`src/rtl/memdep_pkg.sv`:
```
package memdep_pkg;
  typedef enum logic {
    OP_LOAD  = 1'b0,
    OP_STORE = 1'b1
  } mem_op_e;
endpackage

```
`src/rtl/memdep_cell.sv`:
```
module memdep_cell #(
  parameter bit IS_DIAG = 1'b0
) (
  input  logic clk,
  input  logic rst_n,
  input  logic set_raw,
  input  logic set_war,
  input  logic clr,
  output logic raw_q,
  output logic war_q
);
  generate
    if (IS_DIAG) begin : g_diag
      // a unit never waits on itself
      assign raw_q = 1'b0;
      assign war_q = 1'b0;
    end else begin : g_live
      always_ff @(posedge clk) begin
        if (!rst_n) begin
          raw_q <= 1'b0;
          war_q <= 1'b0;
        end else if (clr) begin
          raw_q <= 1'b0;
          war_q <= 1'b0;
        end else begin
          if (set_raw) raw_q <= 1'b1;
          if (set_war) war_q <= 1'b1;
        end
      end
    end
  endgenerate
endmodule

```
`src/rtl/memdep_row.sv`:
```
module memdep_row
  import memdep_pkg::*;
#(
  parameter int N_UNITS = 4,
  parameter int ROW     = 0,
  localparam int IDX_W  = $clog2(N_UNITS)
) (
  input  logic               clk,
  input  logic               rst_n,
  input  logic               iss_fire,
  input  logic [IDX_W-1:0]   iss_unit,
  input  mem_op_e            iss_op,
  input  logic               done_eff,
  input  logic [IDX_W-1:0]   done_unit,
  input  logic [N_UNITS-1:0] ld_pend,
  input  logic [N_UNITS-1:0] st_pend,
  output logic [N_UNITS-1:0] raw_vec,
  output logic [N_UNITS-1:0] war_vec
);
  logic row_hit;
  logic row_done;
  assign row_hit  = iss_fire && (iss_unit == IDX_W'(ROW));
  assign row_done = done_eff && (done_unit == IDX_W'(ROW));

  for (genvar c = 0; c < N_UNITS; c++) begin : g_col
    logic s_raw, s_war, c_clr;
    assign s_raw = row_hit && (iss_op == OP_LOAD)  && st_pend[c];
    assign s_war = row_hit && (iss_op == OP_STORE) && ld_pend[c];
    assign c_clr = row_done || (done_eff && (done_unit == IDX_W'(c)));
    memdep_cell #(.IS_DIAG(c == ROW)) u_cell (
      .clk     (clk),
      .rst_n   (rst_n),
      .set_raw (s_raw),
      .set_war (s_war),
      .clr     (c_clr),
      .raw_q   (raw_vec[c]),
      .war_q   (war_vec[c])
    );
  end
endmodule

```
`src/rtl/memdep_pend.sv`:
```
module memdep_pend
  import memdep_pkg::*;
#(
  parameter int N_UNITS = 4,
  localparam int IDX_W  = $clog2(N_UNITS)
) (
  input  logic               clk,
  input  logic               rst_n,
  input  logic               iss_fire,
  input  logic [IDX_W-1:0]   iss_unit,
  input  mem_op_e            iss_op,
  input  logic               done_eff,
  input  logic [IDX_W-1:0]   done_unit,
  output logic [N_UNITS-1:0] ld_pend,
  output logic [N_UNITS-1:0] st_pend
);
  always_ff @(posedge clk) begin
    if (!rst_n) begin
      ld_pend <= '0;
      st_pend <= '0;
    end else begin
      for (int i = 0; i < N_UNITS; i++) begin
        if (done_eff && done_unit == IDX_W'(i)) begin
          ld_pend[i] <= 1'b0;
          st_pend[i] <= 1'b0;
        end
        if (iss_fire && iss_unit == IDX_W'(i)) begin
          ld_pend[i] <= (iss_op == OP_LOAD);
          st_pend[i] <= (iss_op == OP_STORE);
        end
      end
    end
  end

  for (genvar i = 0; i < N_UNITS; i++) begin : g_chk

    no_dual_pend_chk: assert property (@(posedge clk) disable iff (!rst_n)
      !(ld_pend[i] && st_pend[i]));

    load_taken_chk: assert property (@(posedge clk) disable iff (!rst_n)
      (iss_fire && iss_unit == IDX_W'(i) && iss_op == OP_LOAD) |=> ld_pend[i]);

    done_clear_chk: assert property (@(posedge clk) disable iff (!rst_n)
      (done_eff && done_unit == IDX_W'(i)) |=> !(ld_pend[i] || st_pend[i]));
  end
endmodule

```
`src/rtl/memdep_matrix.sv`:
```
module memdep_matrix
  import memdep_pkg::*;
#(
  parameter int N_UNITS = 4,
  localparam int IDX_W  = $clog2(N_UNITS)
) (
  input  logic               clk,
  input  logic               rst_n,
  input  logic               iss_valid,
  output logic               iss_ready,
  input  logic [IDX_W-1:0]   iss_unit,
  input  logic               iss_is_store,
  input  logic               done_valid,
  input  logic [IDX_W-1:0]   done_unit,
  output logic [N_UNITS-1:0] ld_busy,
  output logic [N_UNITS-1:0] st_busy,
  output logic [N_UNITS-1:0] ld_stall,
  output logic [N_UNITS-1:0] st_stall
);
  mem_op_e            iss_op;
  logic               iss_fire;
  logic               done_eff;
  logic [N_UNITS-1:0] busy;
  logic [N_UNITS-1:0] raw_m [N_UNITS];
  logic [N_UNITS-1:0] war_m [N_UNITS];

  assign iss_op    = iss_is_store ? OP_STORE : OP_LOAD;
  assign busy      = ld_busy | st_busy;
  assign iss_ready = !busy[iss_unit];
  assign iss_fire  = iss_valid && iss_ready;
  assign done_eff  = done_valid && busy[done_unit];

  memdep_pend #(.N_UNITS(N_UNITS)) u_pend (
    .clk       (clk),
    .rst_n     (rst_n),
    .iss_fire  (iss_fire),
    .iss_unit  (iss_unit),
    .iss_op    (iss_op),
    .done_eff  (done_eff),
    .done_unit (done_unit),
    .ld_pend   (ld_busy),
    .st_pend   (st_busy)
  );

  for (genvar r = 0; r < N_UNITS; r++) begin : g_row
    memdep_row #(.N_UNITS(N_UNITS), .ROW(r)) u_row (
      .clk       (clk),
      .rst_n     (rst_n),
      .iss_fire  (iss_fire),
      .iss_unit  (iss_unit),
      .iss_op    (iss_op),
      .done_eff  (done_eff),
      .done_unit (done_unit),
      .ld_pend   (ld_busy),
      .st_pend   (st_busy),
      .raw_vec   (raw_m[r]),
      .war_vec   (war_m[r])
    );
    assign ld_stall[r] = ld_busy[r] && (|raw_m[r]);
    assign st_stall[r] = st_busy[r] && (|war_m[r]);

    for (genvar c = 0; c < N_UNITS; c++) begin : g_chk

      raw_src_chk: assert property (@(posedge clk) disable iff (!rst_n)
        raw_m[r][c] |-> (st_busy[c] && ld_busy[r]));

      war_src_chk: assert property (@(posedge clk) disable iff (!rst_n)
        war_m[r][c] |-> (ld_busy[c] && st_busy[r]));

      col_release_chk: assert property (@(posedge clk) disable iff (!rst_n)
        (done_eff && done_unit == IDX_W'(c)) |=> !(raw_m[r][c] || war_m[r][c]));

      no_late_link_chk: assert property (@(posedge clk) disable iff (!rst_n)
        (!(iss_fire && iss_unit == IDX_W'(r)) && !raw_m[r][c]) |=> !raw_m[r][c]);
    end
  end


  refuse_busy_chk: assert property (@(posedge clk) disable iff (!rst_n)
    (iss_valid && !iss_ready && !done_valid) |=> ($stable(ld_busy) && $stable(st_busy)));
endmodule

```
`config.mk`:
```
export PLATFORM = sky130hd
export DESIGN_NAME = memdep_matrix
export DESIGN_NICKNAME = d
export VERILOG_FILES = /design/src/rtl/memdep_pkg.sv /design/src/rtl/memdep_cell.sv /design/src/rtl/memdep_row.sv /design/src/rtl/memdep_pend.sv /design/src/rtl/memdep_matrix.sv
export SDC_FILE = /design/constraint.sdc
export NUM_CORES = 1
export LEC_CHECK = 0
export ABC_AREA = 1
export BUFFER_PORTS_ARGS = -buffer_cell sky130_fd_sc_hd__buf_4
export CAP_MARGIN = 30
export CORE_UTILIZATION = 34
export CTS_CLUSTER_DIAMETER = 100
export DETAILED_ROUTE_END_ITERATION = 8
export HOLD_SLACK_MARGIN = 0.1
export PLACE_DENSITY = 0.62
export SLEW_MARGIN = 20
export SYNTH_ARGS = -nofsm -noshare
export SYNTH_HDL_FRONTEND = slang
export SYNTH_SLANG_ARGS = --single-unit
```
`constraint.sdc`:
```
create_clock -name clk -period 2.5 [get_ports clk]
set_input_delay 0.375 -clock clk [delete_from_list [all_inputs] [get_ports clk]]
set_output_delay 0.375 -clock clk [all_outputs]
set_load 0.005 [all_outputs]
```
# Yosys cells after proc, flatten, opt, wreduce, memory -nomap -nowiden
# Index checks and enable logic that the tools add are counted.
[op_classes]
n_mul = 0
n_bitwise = 3
n_lt_le_gt_ge = 2
div_mod_pow = 0
addsub = 0
mux = 17
n_reduce_logical = 77
shift = 0
eq_ne = 6
[op_table]
columns = ["op", "n"]
rows = [
  ["$logic_and 1x1->1", 50],
  ["$reduce_or 3->1", 8],
  ["$mux 1", 15],
  ["$reduce_or 2->1", 6],
  ["$eq 2x2->1 const B", 4],
  ["$reduce_bool 2->1", 4],
  ["$logic_or 1x1->1", 6],
  ["$lt 2x3->1 const B", 2],
  ["$bmux 1 s2", 2],
  ["$eq 2x1->1 const B", 2],
  ["$logic_not 2->1", 2],
  ["$or 4x4->4", 1],
  ["$not 1->1", 2],
  ["$logic_not 1->1", 1],
]
[totals]
ff_bits = 32
input_bits = 9
ram_bits = 0
word_cells = 137
output_inout_bits = 17
rom_bits = 0
mem_count = 0
latchBits = 0

# Depth between registers and ports, before layout
# Gate-level depths: netlist of the first run.
[logic_depth]
ltp_word = 8
ltp_mapped = 9
mapped_depth_nobuf = 9

# Modules after synthesis
# A second synthesis of the first run with hierarchy kept.
[hier_totals]
hier_cells = 323
hier_area_um2 = 1923.1
[modules_own_cells]
columns = ["mod", "area_each_um2", "cells_each", "n_inst", "seq_area_each_um2"]
rows = [
  ["memdep_cell at g_row[0].u_row.g_col[1].u_cell ...", 62.6, 8, 12, 40.0],
  ["memdep_pend", 361.6, 48, 1, 160.2],
  ["memdep_matrix", 232.7, 49, 1, 0.0],
  ["memdep_row at g_row[1].u_row ...", 116.4, 30, 2, 0.0],
  ["memdep_row at g_row[3].u_row", 138.9, 29, 1, 0.0],
  ["memdep_row at g_row[0].u_row", 131.4, 29, 1, 0.0],
  ["memdep_cell at g_row[0].u_row.g_col[0].u_cell ...", 18.8, 3, 4, 0.0],
]

# Least setup slack after synthesis of the first run
# Ideal clock, no wire load.
[synth_timing]
path_type = "register to register"
startpoint = "reg u_pend.st_pend[1]"
endpoint = "reg g_row[3].u_row.g_col[0].u_cell.raw_q"
path_stages_with_launch = 10
t_arrival_ps = 1162
required_time_ps = 2381
period_less_slack_ps = 1280
path_buffers = 0
setup_ps = 119
slack_ps = 1220
cell_sequence = "dfxtp_1 -> inv_1 -> nand2_1 -> nor2_1 -> nor2_1 -> nand3_1 -> nand2_1 -> inv_1 -> nand2_1 -> a21oi_1"
[synth_via]
elab_chain_cells = 8
elab_cells_between_ends = 15
cone_classes = "mux: 4; bitwise: 1; reduce/logical: 10"
[synth_lines]
columns = ["element", "line_no", "source"]
rows = [
  ["from (decl)", "memdep_pend.sv:15", "output logic [N_UNITS-1:0] st_pend"],
  ["from (signal, indexed assignment)", "memdep_pend.sv:29", "st_pend[i] <= (iss_op == OP_STORE);"],
  ["$or 4x4->4 (*)", "memdep_matrix.sv:28", "assign busy = ld_busy | st_busy;"],
  ["$bmux 1 s2", "memdep_matrix.sv:29", "assign iss_ready = !busy[iss_unit];"],
  ["$mux 1 (implied by the code)", "memdep_matrix.sv:29", ""],
  ["$logic_not 1->1", "memdep_matrix.sv:29", ""],
  ["$logic_and 1x1->1", "memdep_matrix.sv:30", "assign iss_fire = iss_valid && iss_ready;"],
  ["$logic_and 1x1->1", "memdep_row.sv:22", "assign row_hit = iss_fire && (iss_unit == IDX_W'(ROW));"],
  ["$logic_and 1x1->1 (2 in series)", "memdep_row.sv:27", "assign s_raw = row_hit && (iss_op == OP_LOAD) && st_pend[c];"],
  ["to (signal assigned)", "memdep_cell.sv:20", "raw_q <= 1'b0;"],
  ["to (signal assigned)", "memdep_cell.sv:23", "raw_q <= 1'b0;"],
  ["to (signal assigned)", "memdep_cell.sv:26", "if (set_raw) raw_q <= 1'b1;"],
  ["to (decl)", "memdep_cell.sv:9", "output logic raw_q,"],
]
# Every way passes the cells marked *; elsewhere a longest branch is shown, timed or not. The select of a mux whose other input is x is not followed.
# A chain may end at the register's enable or synchronous reset.

# Final worst setup path of the first run
[layout_timing]
startpoint = "reg u_pend.st_pend[0]"
endpoint = "out iss_ready"
[layout_via]
elab_chain_cells = 4
[layout_lines]
columns = ["element", "line_no", "source"]
rows = [
  ["$or 4x4->4", "memdep_matrix.sv:28", ""],
  ["$bmux 1 s2", "memdep_matrix.sv:29", ""],
  ["$mux 1 (implied by the code)", "memdep_matrix.sv:29", ""],
  ["$logic_not 1->1", "memdep_matrix.sv:29", ""],
  ["to (decl)", "memdep_matrix.sv:10", "output logic iss_ready,"],
]
# No other way between the ends. The select of a mux whose other input is x is not followed.

==> impl_metrics.toml, run 1 <==
[placed_design]
dpl.cell_count = 286
place_area_um2 = 1770
portBuffers = 25
place_congestion = 0.881
hpwl_um = 3020

[cts]
numCtsBuffers = 5
clkSinkCount = 32
cts_root_buf = "clkbuf_8"
postCtsSetupRepairBufs = 0
clockBufferDepth = 2
cts_tree = "yes"
clkLatencyLatePin_ns = 0.28
cts_hold_buffers = 0
ctsResizeCount = 0
clkTransAtPathRegs_ns = 0.06
htreeDepth = 2

[critical_path]
path_class = "reg -> out"
cp-end-kind = "primary output"
r2r-end = "g_row[2].u_row.g_col[0].u_cell.raw_q"
reg2reg_from = "u_pend.ld_pend[2]"
r2r_slack_ns = 0.85
cp_cell_sequence = "nor2_1 -> nand2_1 -> nand2_2 -> inv_1 -> nand2_1 -> buf_4"
max_stage_delay_ns = 0.51
ff2ff_path_depth = 9
slowest_stage = "dfxtp_1"
critPathRequiredTime_ns = 2.12
path_common_cell = "nand2_1"
worst_setup_path_start_kind = "flip-flop"
worst-path-max-fanout = 7
crit_arrival_ns = 1.34

[synth]
synthCells = 209
ys_types = 20
syn_avg_cell_area_um2 = 7.24
synth_nets = 218
yosysSeqAreaShare = 0.423
synth_seq_cells = 32
yosys_warnings = 0
netlist_area_um2 = 1510

[die]
start_util = 0.365
ios = 26
dieHeight_um = 68.7
die_w_um = 68.7
fp.coreArea_um2 = 4140
fp-row-count = 23
dieArea_um2 = 4720

[timing]
timing.hold.ws_ns = 0.457
finalMaxSlewViolations = 0
worstMarginPinSlew_ns = 0.358
setup_tns_ns = 0
finalHoldViolCount = 0
rsz0062_at_grt = "no"
setup-violations-final = 0
fin_skew_ns = 0.00277
period_share = 0.688
max-slew-margin-rel = 0.760
period_minus_slack_ns = 1.72
fmax_mhz = 582

[routing]
num_vias = 1459
postRouteAntennaNets = 0
via_per_inst = 4.96
routed_wl_um = 4010
post-route-drc-count = 0
drt-pass1-iter-count = 4
wire_per_inst_um = 13.6
drtIter0Drc = 100

[final_layout]
layout_common_cells = "44 x inv_1, 32 x a21oi_1, 32 x dfxtp_1"
final_common_cell = "inv_1"
stdcell_count = 294
area_growth_pct = 23.1
n_antenna_cell = 0
design_area_um2 = 1860
finalNetCount = 252
drive_gt1_frac = 0.217

[pwr]
comb_power_share = 0.116
ir_worst_vdd_mv = 0.169
switching_share = 0.252
power_density_nw_per_um2 = 558
p_leak_nw = 0.724
p_sw_mw = 0.262
p_total_mw = 1.04
power.internal_mw = 0.778
pwr-share-seq = 0.499
p_clk_frac = 0.385

[min_path]
hold_path_class = "in -> reg"
whs_path_depth = 3
hold_path_end = "u_pend.st_pend[2]"
holdCritStartpoint = "iss_is_store"

[grt]
antenna_found_initial = 0
grt_pass1_wl_um = 6460
grt_overflow = 0
grt_max_degree = 17
grt_pass1_vias = 1312
grtUsageTotal = 0.196

[status]
status = "completed"

[run]
cap_violations = 0
stage by stage:
stage          setup slack, ns   util
2_1_floorplan             1.22      -
3_3_place_gp             0.894  0.428
3_5_place_dp             0.872  0.428
4_1_cts                  0.758  0.450
5_1_grt                  0.639  0.450
6_report                 0.781  0.450
per-layer routing:
| metal | wire [um] | up-vias | part of all wire | global-route usage |
|---|---|---|---|---|
| met5 | 0 | - | 0 | 0 |
| met4 | 121 | 0 | 0.030 | 0.105 |
| met3 | 252 | 11 | 0.063 | 0.0428 |
| met2 | 1750 | 45 | 0.44 | 0.301 |
| met1 | 1890 | 655 | 0.47 | 0.256 |
| li1 | - | 748 | - | - |
cells in the mapped netlist, drive strengths merged:
master | n | area, um2
inv | 46 | 173
a21oi | 32 | 160
dfxtp | 32 | 641
nand2 | 32 | 133
nor2 | 19 | 108
nand3 | 18 | 90.1
nand4 | 14 | 100
a31oi | 8 | 50.1
nand3b | 3 | 22.5
buf | 2 | 20.0
clkinv | 2 | 8.75
o21ai | 1 | 8.76
layout make-up:
type / count / area (um2)
fillers: 465 / 2280
clock buffers: 8 / 90.1
flip-flops and latches: 32 / 641
inverters: 48 / 181
well taps: 50 / 62.6
multi-input cells: 127 / 672
repair buffers: 29 / 218
registers in the layout (all words and copies together), names as in the netlist:
name	flops
g_row.u_row.g_col.u_cell.war_q	12
u_pend.ld_pend	4
g_row.u_row.g_col.u_cell.raw_q	12
u_pend.st_pend	4
critical path, delay by kind of cell, from the launching register on:
| family | cells | cell delay, ns |
|---|---|---|
| buffers and inverters | 2 | 0.19 |
| flip-flops | 1 | 0.51 |
| AND/OR/NAND/NOR | 4 | 0.36 |
power by group through the flow:
stage | Sequential, mW | Combinational (mW) | Clock, mW
2_1_floorplan | 0.531 | 0.0742 | 0
3_3_place_gp | 0.531 | 0.119 | 0
3_5_place_dp | 0.531 | 0.120 | 0
4_1_cts | 0.520 | 0.120 | 0.407
5_1_grt | 0.520 | 0.133 | 0.430
6_report | 0.520 | 0.120 | 0.401
how the worst max path moves through the flow:
stage                       from                                   end  slack, ns  cells after the start
2_1_floorplan  u_pend.st_pend[1]  g_row[3].u_row.g_col[0].u_cell.raw_q       1.22                      9
3_3_place_gp   u_pend.ld_pend[2]  g_row[0].u_row.g_col[2].u_cell.war_q       0.89                      9
3_5_place_dp   u_pend.st_pend[0]  g_row[2].u_row.g_col[0].u_cell.raw_q       0.87                      9
4_1_cts        u_pend.st_pend[0]                             iss_ready       0.76                      6
5_1_grt        u_pend.st_pend[0]  g_row[2].u_row.g_col[0].u_cell.raw_q       0.64                      9
6_report       u_pend.st_pend[0]                             iss_ready       0.78                      6
cell families (layout without fill, tap and decap cells):
logic type	Yosys count	in the layout	share of synthesized area
DFF	32	32	0.423
buffers and inverters	50	85	0.133
AOI/OAI and AO/OA	41	41	0.145
and+or+nand+nor	86	86	0.299
Note: power is estimated with default switching activity, not from simulation.
==> run 2: changes to the inputs <==
clock period = 1.6 ns   (was 2.5 ns; I/O delays follow)
==> impl_metrics.toml, run 2 (same netlist as run 1, synthesis figures left out) <==
[critical_path]
worst-path-max-fanout = 6
worst-path-buf-inv = 3
max_stage_delay_ns = 0.31
critPathTopFamily = "simple AND/OR/NAND/NOR gates"
worst_setup_path_start_kind = "flip-flop"
reg2reg_from = "u_pend.ld_pend[2]"
ff2ff_path_depth = 7
cp_cell_sequence = "buf_4 -> nor2_1 -> nand2_1 -> nand2_2 -> inv_1 -> nand2_1 -> buf_4"
r2r_slack_ns = 0.16
cp-end-kind = "primary output"
critPathRequiredTime_ns = 1.36
slowest_stage = "dfxtp_1"
crit_arrival_ns = 1.26
r2r-end = "g_row[1].u_row.g_col[2].u_cell.war_q"
path_class = "reg -> out"

[pwr]
p_total_mw = 1.64
ir_worst_vdd_mv = 0.277
power.internal_mw = 1.22
power_density_nw_per_um2 = 859
p_leak_nw = 0.755
pwr-share-seq = 0.491
comb_power_share = 0.122
p_clk_frac = 0.388
p_sw_mw = 0.421
switching_share = 0.256

[placed_design]
portBuffers = 25
place_congestion = 0.860
hpwl_um = 2940
place_area_um2 = 1810

[die]
dieHeight_um = 68.7
fp.coreArea_um2 = 4140
die_w_um = 68.7
ios = 26
fp-row-count = 23
dieArea_um2 = 4720
start_util = 0.365

[final_layout]
fill_cells = 451
area_growth_pct = 26.4
seqCellArea_um2 = 641
layout_common_cells = "44 x inv_1, 34 x buf_4, 32 x a21oi_1, 32 x dfxtp_1, 27 x nand2_1"
finalNetCount = 257
drive_gt1_frac = 0.245
final_common_cell = "inv_1"
multi_input_area_um2 = 684
design_area_um2 = 1910
top_regs = "g_row.u_row.g_col.u_cell.raw_q: 12 flops, g_row.u_row.g_col.u_cell.war_q: 12 flops"
n_antenna_cell = 0

[timing]
period_share = 0.936
period_minus_slack_ns = 1.50
max-slew-margin-rel = 0.785
worstMarginPinSlew_ns = 0.320
fmax_mhz = 668
fin_skew_ns = 0.00332
setup-violations-final = 0
timing.hold.ws_ns = 0.318
finalHoldViolCount = 0
setup_tns_ns = 0
finalMaxSlewViolations = 0

[min_path]
hold_path_class = "in -> reg"
hold_path_end = "u_pend.st_pend[2]"
whs_path_depth = 3
holdCritStartpoint = "iss_is_store"

[cts]
numCtsBuffers = 5
clkLatencyLatePin_ns = 0.29
cts_root_buf = "clkbuf_8"
clkTransAtPathRegs_ns = 0.06
clockBufferDepth = 2
clkSinkCount = 32
htreeDepth = 2
cts_tree = "yes"

[routing]
via_per_inst = 4.91
drt-pass1-iter-count = 4
drtIter0Drc = 79
postRouteAntennaNets = 0
post-route-drc-count = 0
routed_wl_um = 3910
wire_per_inst_um = 13.1
num_vias = 1468

[grt]
grt_pass1_vias = 1386
grtUsageTotal = 0.190
grt_pass1_wl_um = 6420
grt_overflow = 0
antenna_found_initial = 0
grt_max_degree = 17

[status]
status = "completed"

[run]
cap_violations = 0
run 2: worst reg2reg max path: cells and delay by family (launching register included):
kind / cells / cell delay [ns]
AO/OA/AOI/OAI: 1 / 0.20
flip-flops: 1 / 0.32
AND/OR/NAND/NOR: 5 / 0.78
buffers and inverters: 1 / 0.06
run 2: cell type report:
| cell class | instances | area share |
|---|---|---|
| Sequential cell | 32 | 0.335 |
| Multi-Input combinational cell | 127 | 0.358 |
| Tap cell | 50 | 0.0327 |
| Clock buffer | 8 | 0.0471 |
| Inverter | 48 | 0.0948 |
| Timing Repair Buffer | 34 | 0.133 |
run 2: how the worst max path moves through the flow:
stage,startpoint,to,slack (ns),depth (start not counted)
after floorplan,u_pend.st_pend[1],g_row[3].u_row.g_col[0].u_cell.raw_q,0.32,9
after global routing,u_pend.ld_pend[2],g_row[0].u_row.g_col[2].u_cell.war_q,-0.002,9
after detailed placement,done_unit[0],g_row[1].u_row.g_col[2].u_cell.war_q,0.18,8
after CTS,u_pend.ld_pend[3],iss_ready,0.05,7
final,u_pend.ld_pend[1],iss_ready,0.10,7
after global placement,done_unit[0],g_row[2].u_row.g_col[1].u_cell.war_q,0.21,8
run 2: per-stage QoR:
stage / std cells / util / setup slack, ns
3_5_place_dp: 291 / 0.437 / 0.180
5_1_grt: 299 / 0.462 / -0.00220
4_1_cts: 299 / 0.459 / 0.0480
6_report: 299 / 0.462 / 0.102
3_3_place_gp: 291 / 0.437 / 0.210
2_1_floorplan: 209 / - / 0.320
run 2: timing repair:
item,4_1_cts,5_1_grt
resized for setup,0,4
hold buffers,0,0
buffers inserted,0,0
endpoints found under the setup margin,0,6
run 2: power groups by stage:
stage               Clock (mW)  Sequential, mW  Combinational, mW
finish                   0.637           0.807              0.200
global route             0.682           0.807              0.221
CTS                      0.650           0.807              0.196
detailed placement           0           0.824              0.195
global placement             0           0.824              0.195
floorplan                    0           0.830              0.116
run 2: per-layer routing:
layer,global-route usage,wire (um),share of wire,up-vias
met5,0,0,0,-
met3,0.0296,262,0.067,7
met4,0.0969,69,0.018,0
met1,0.237,1780,0.46,648
met2,0.316,1790,0.46,52
li1,-,-,-,761
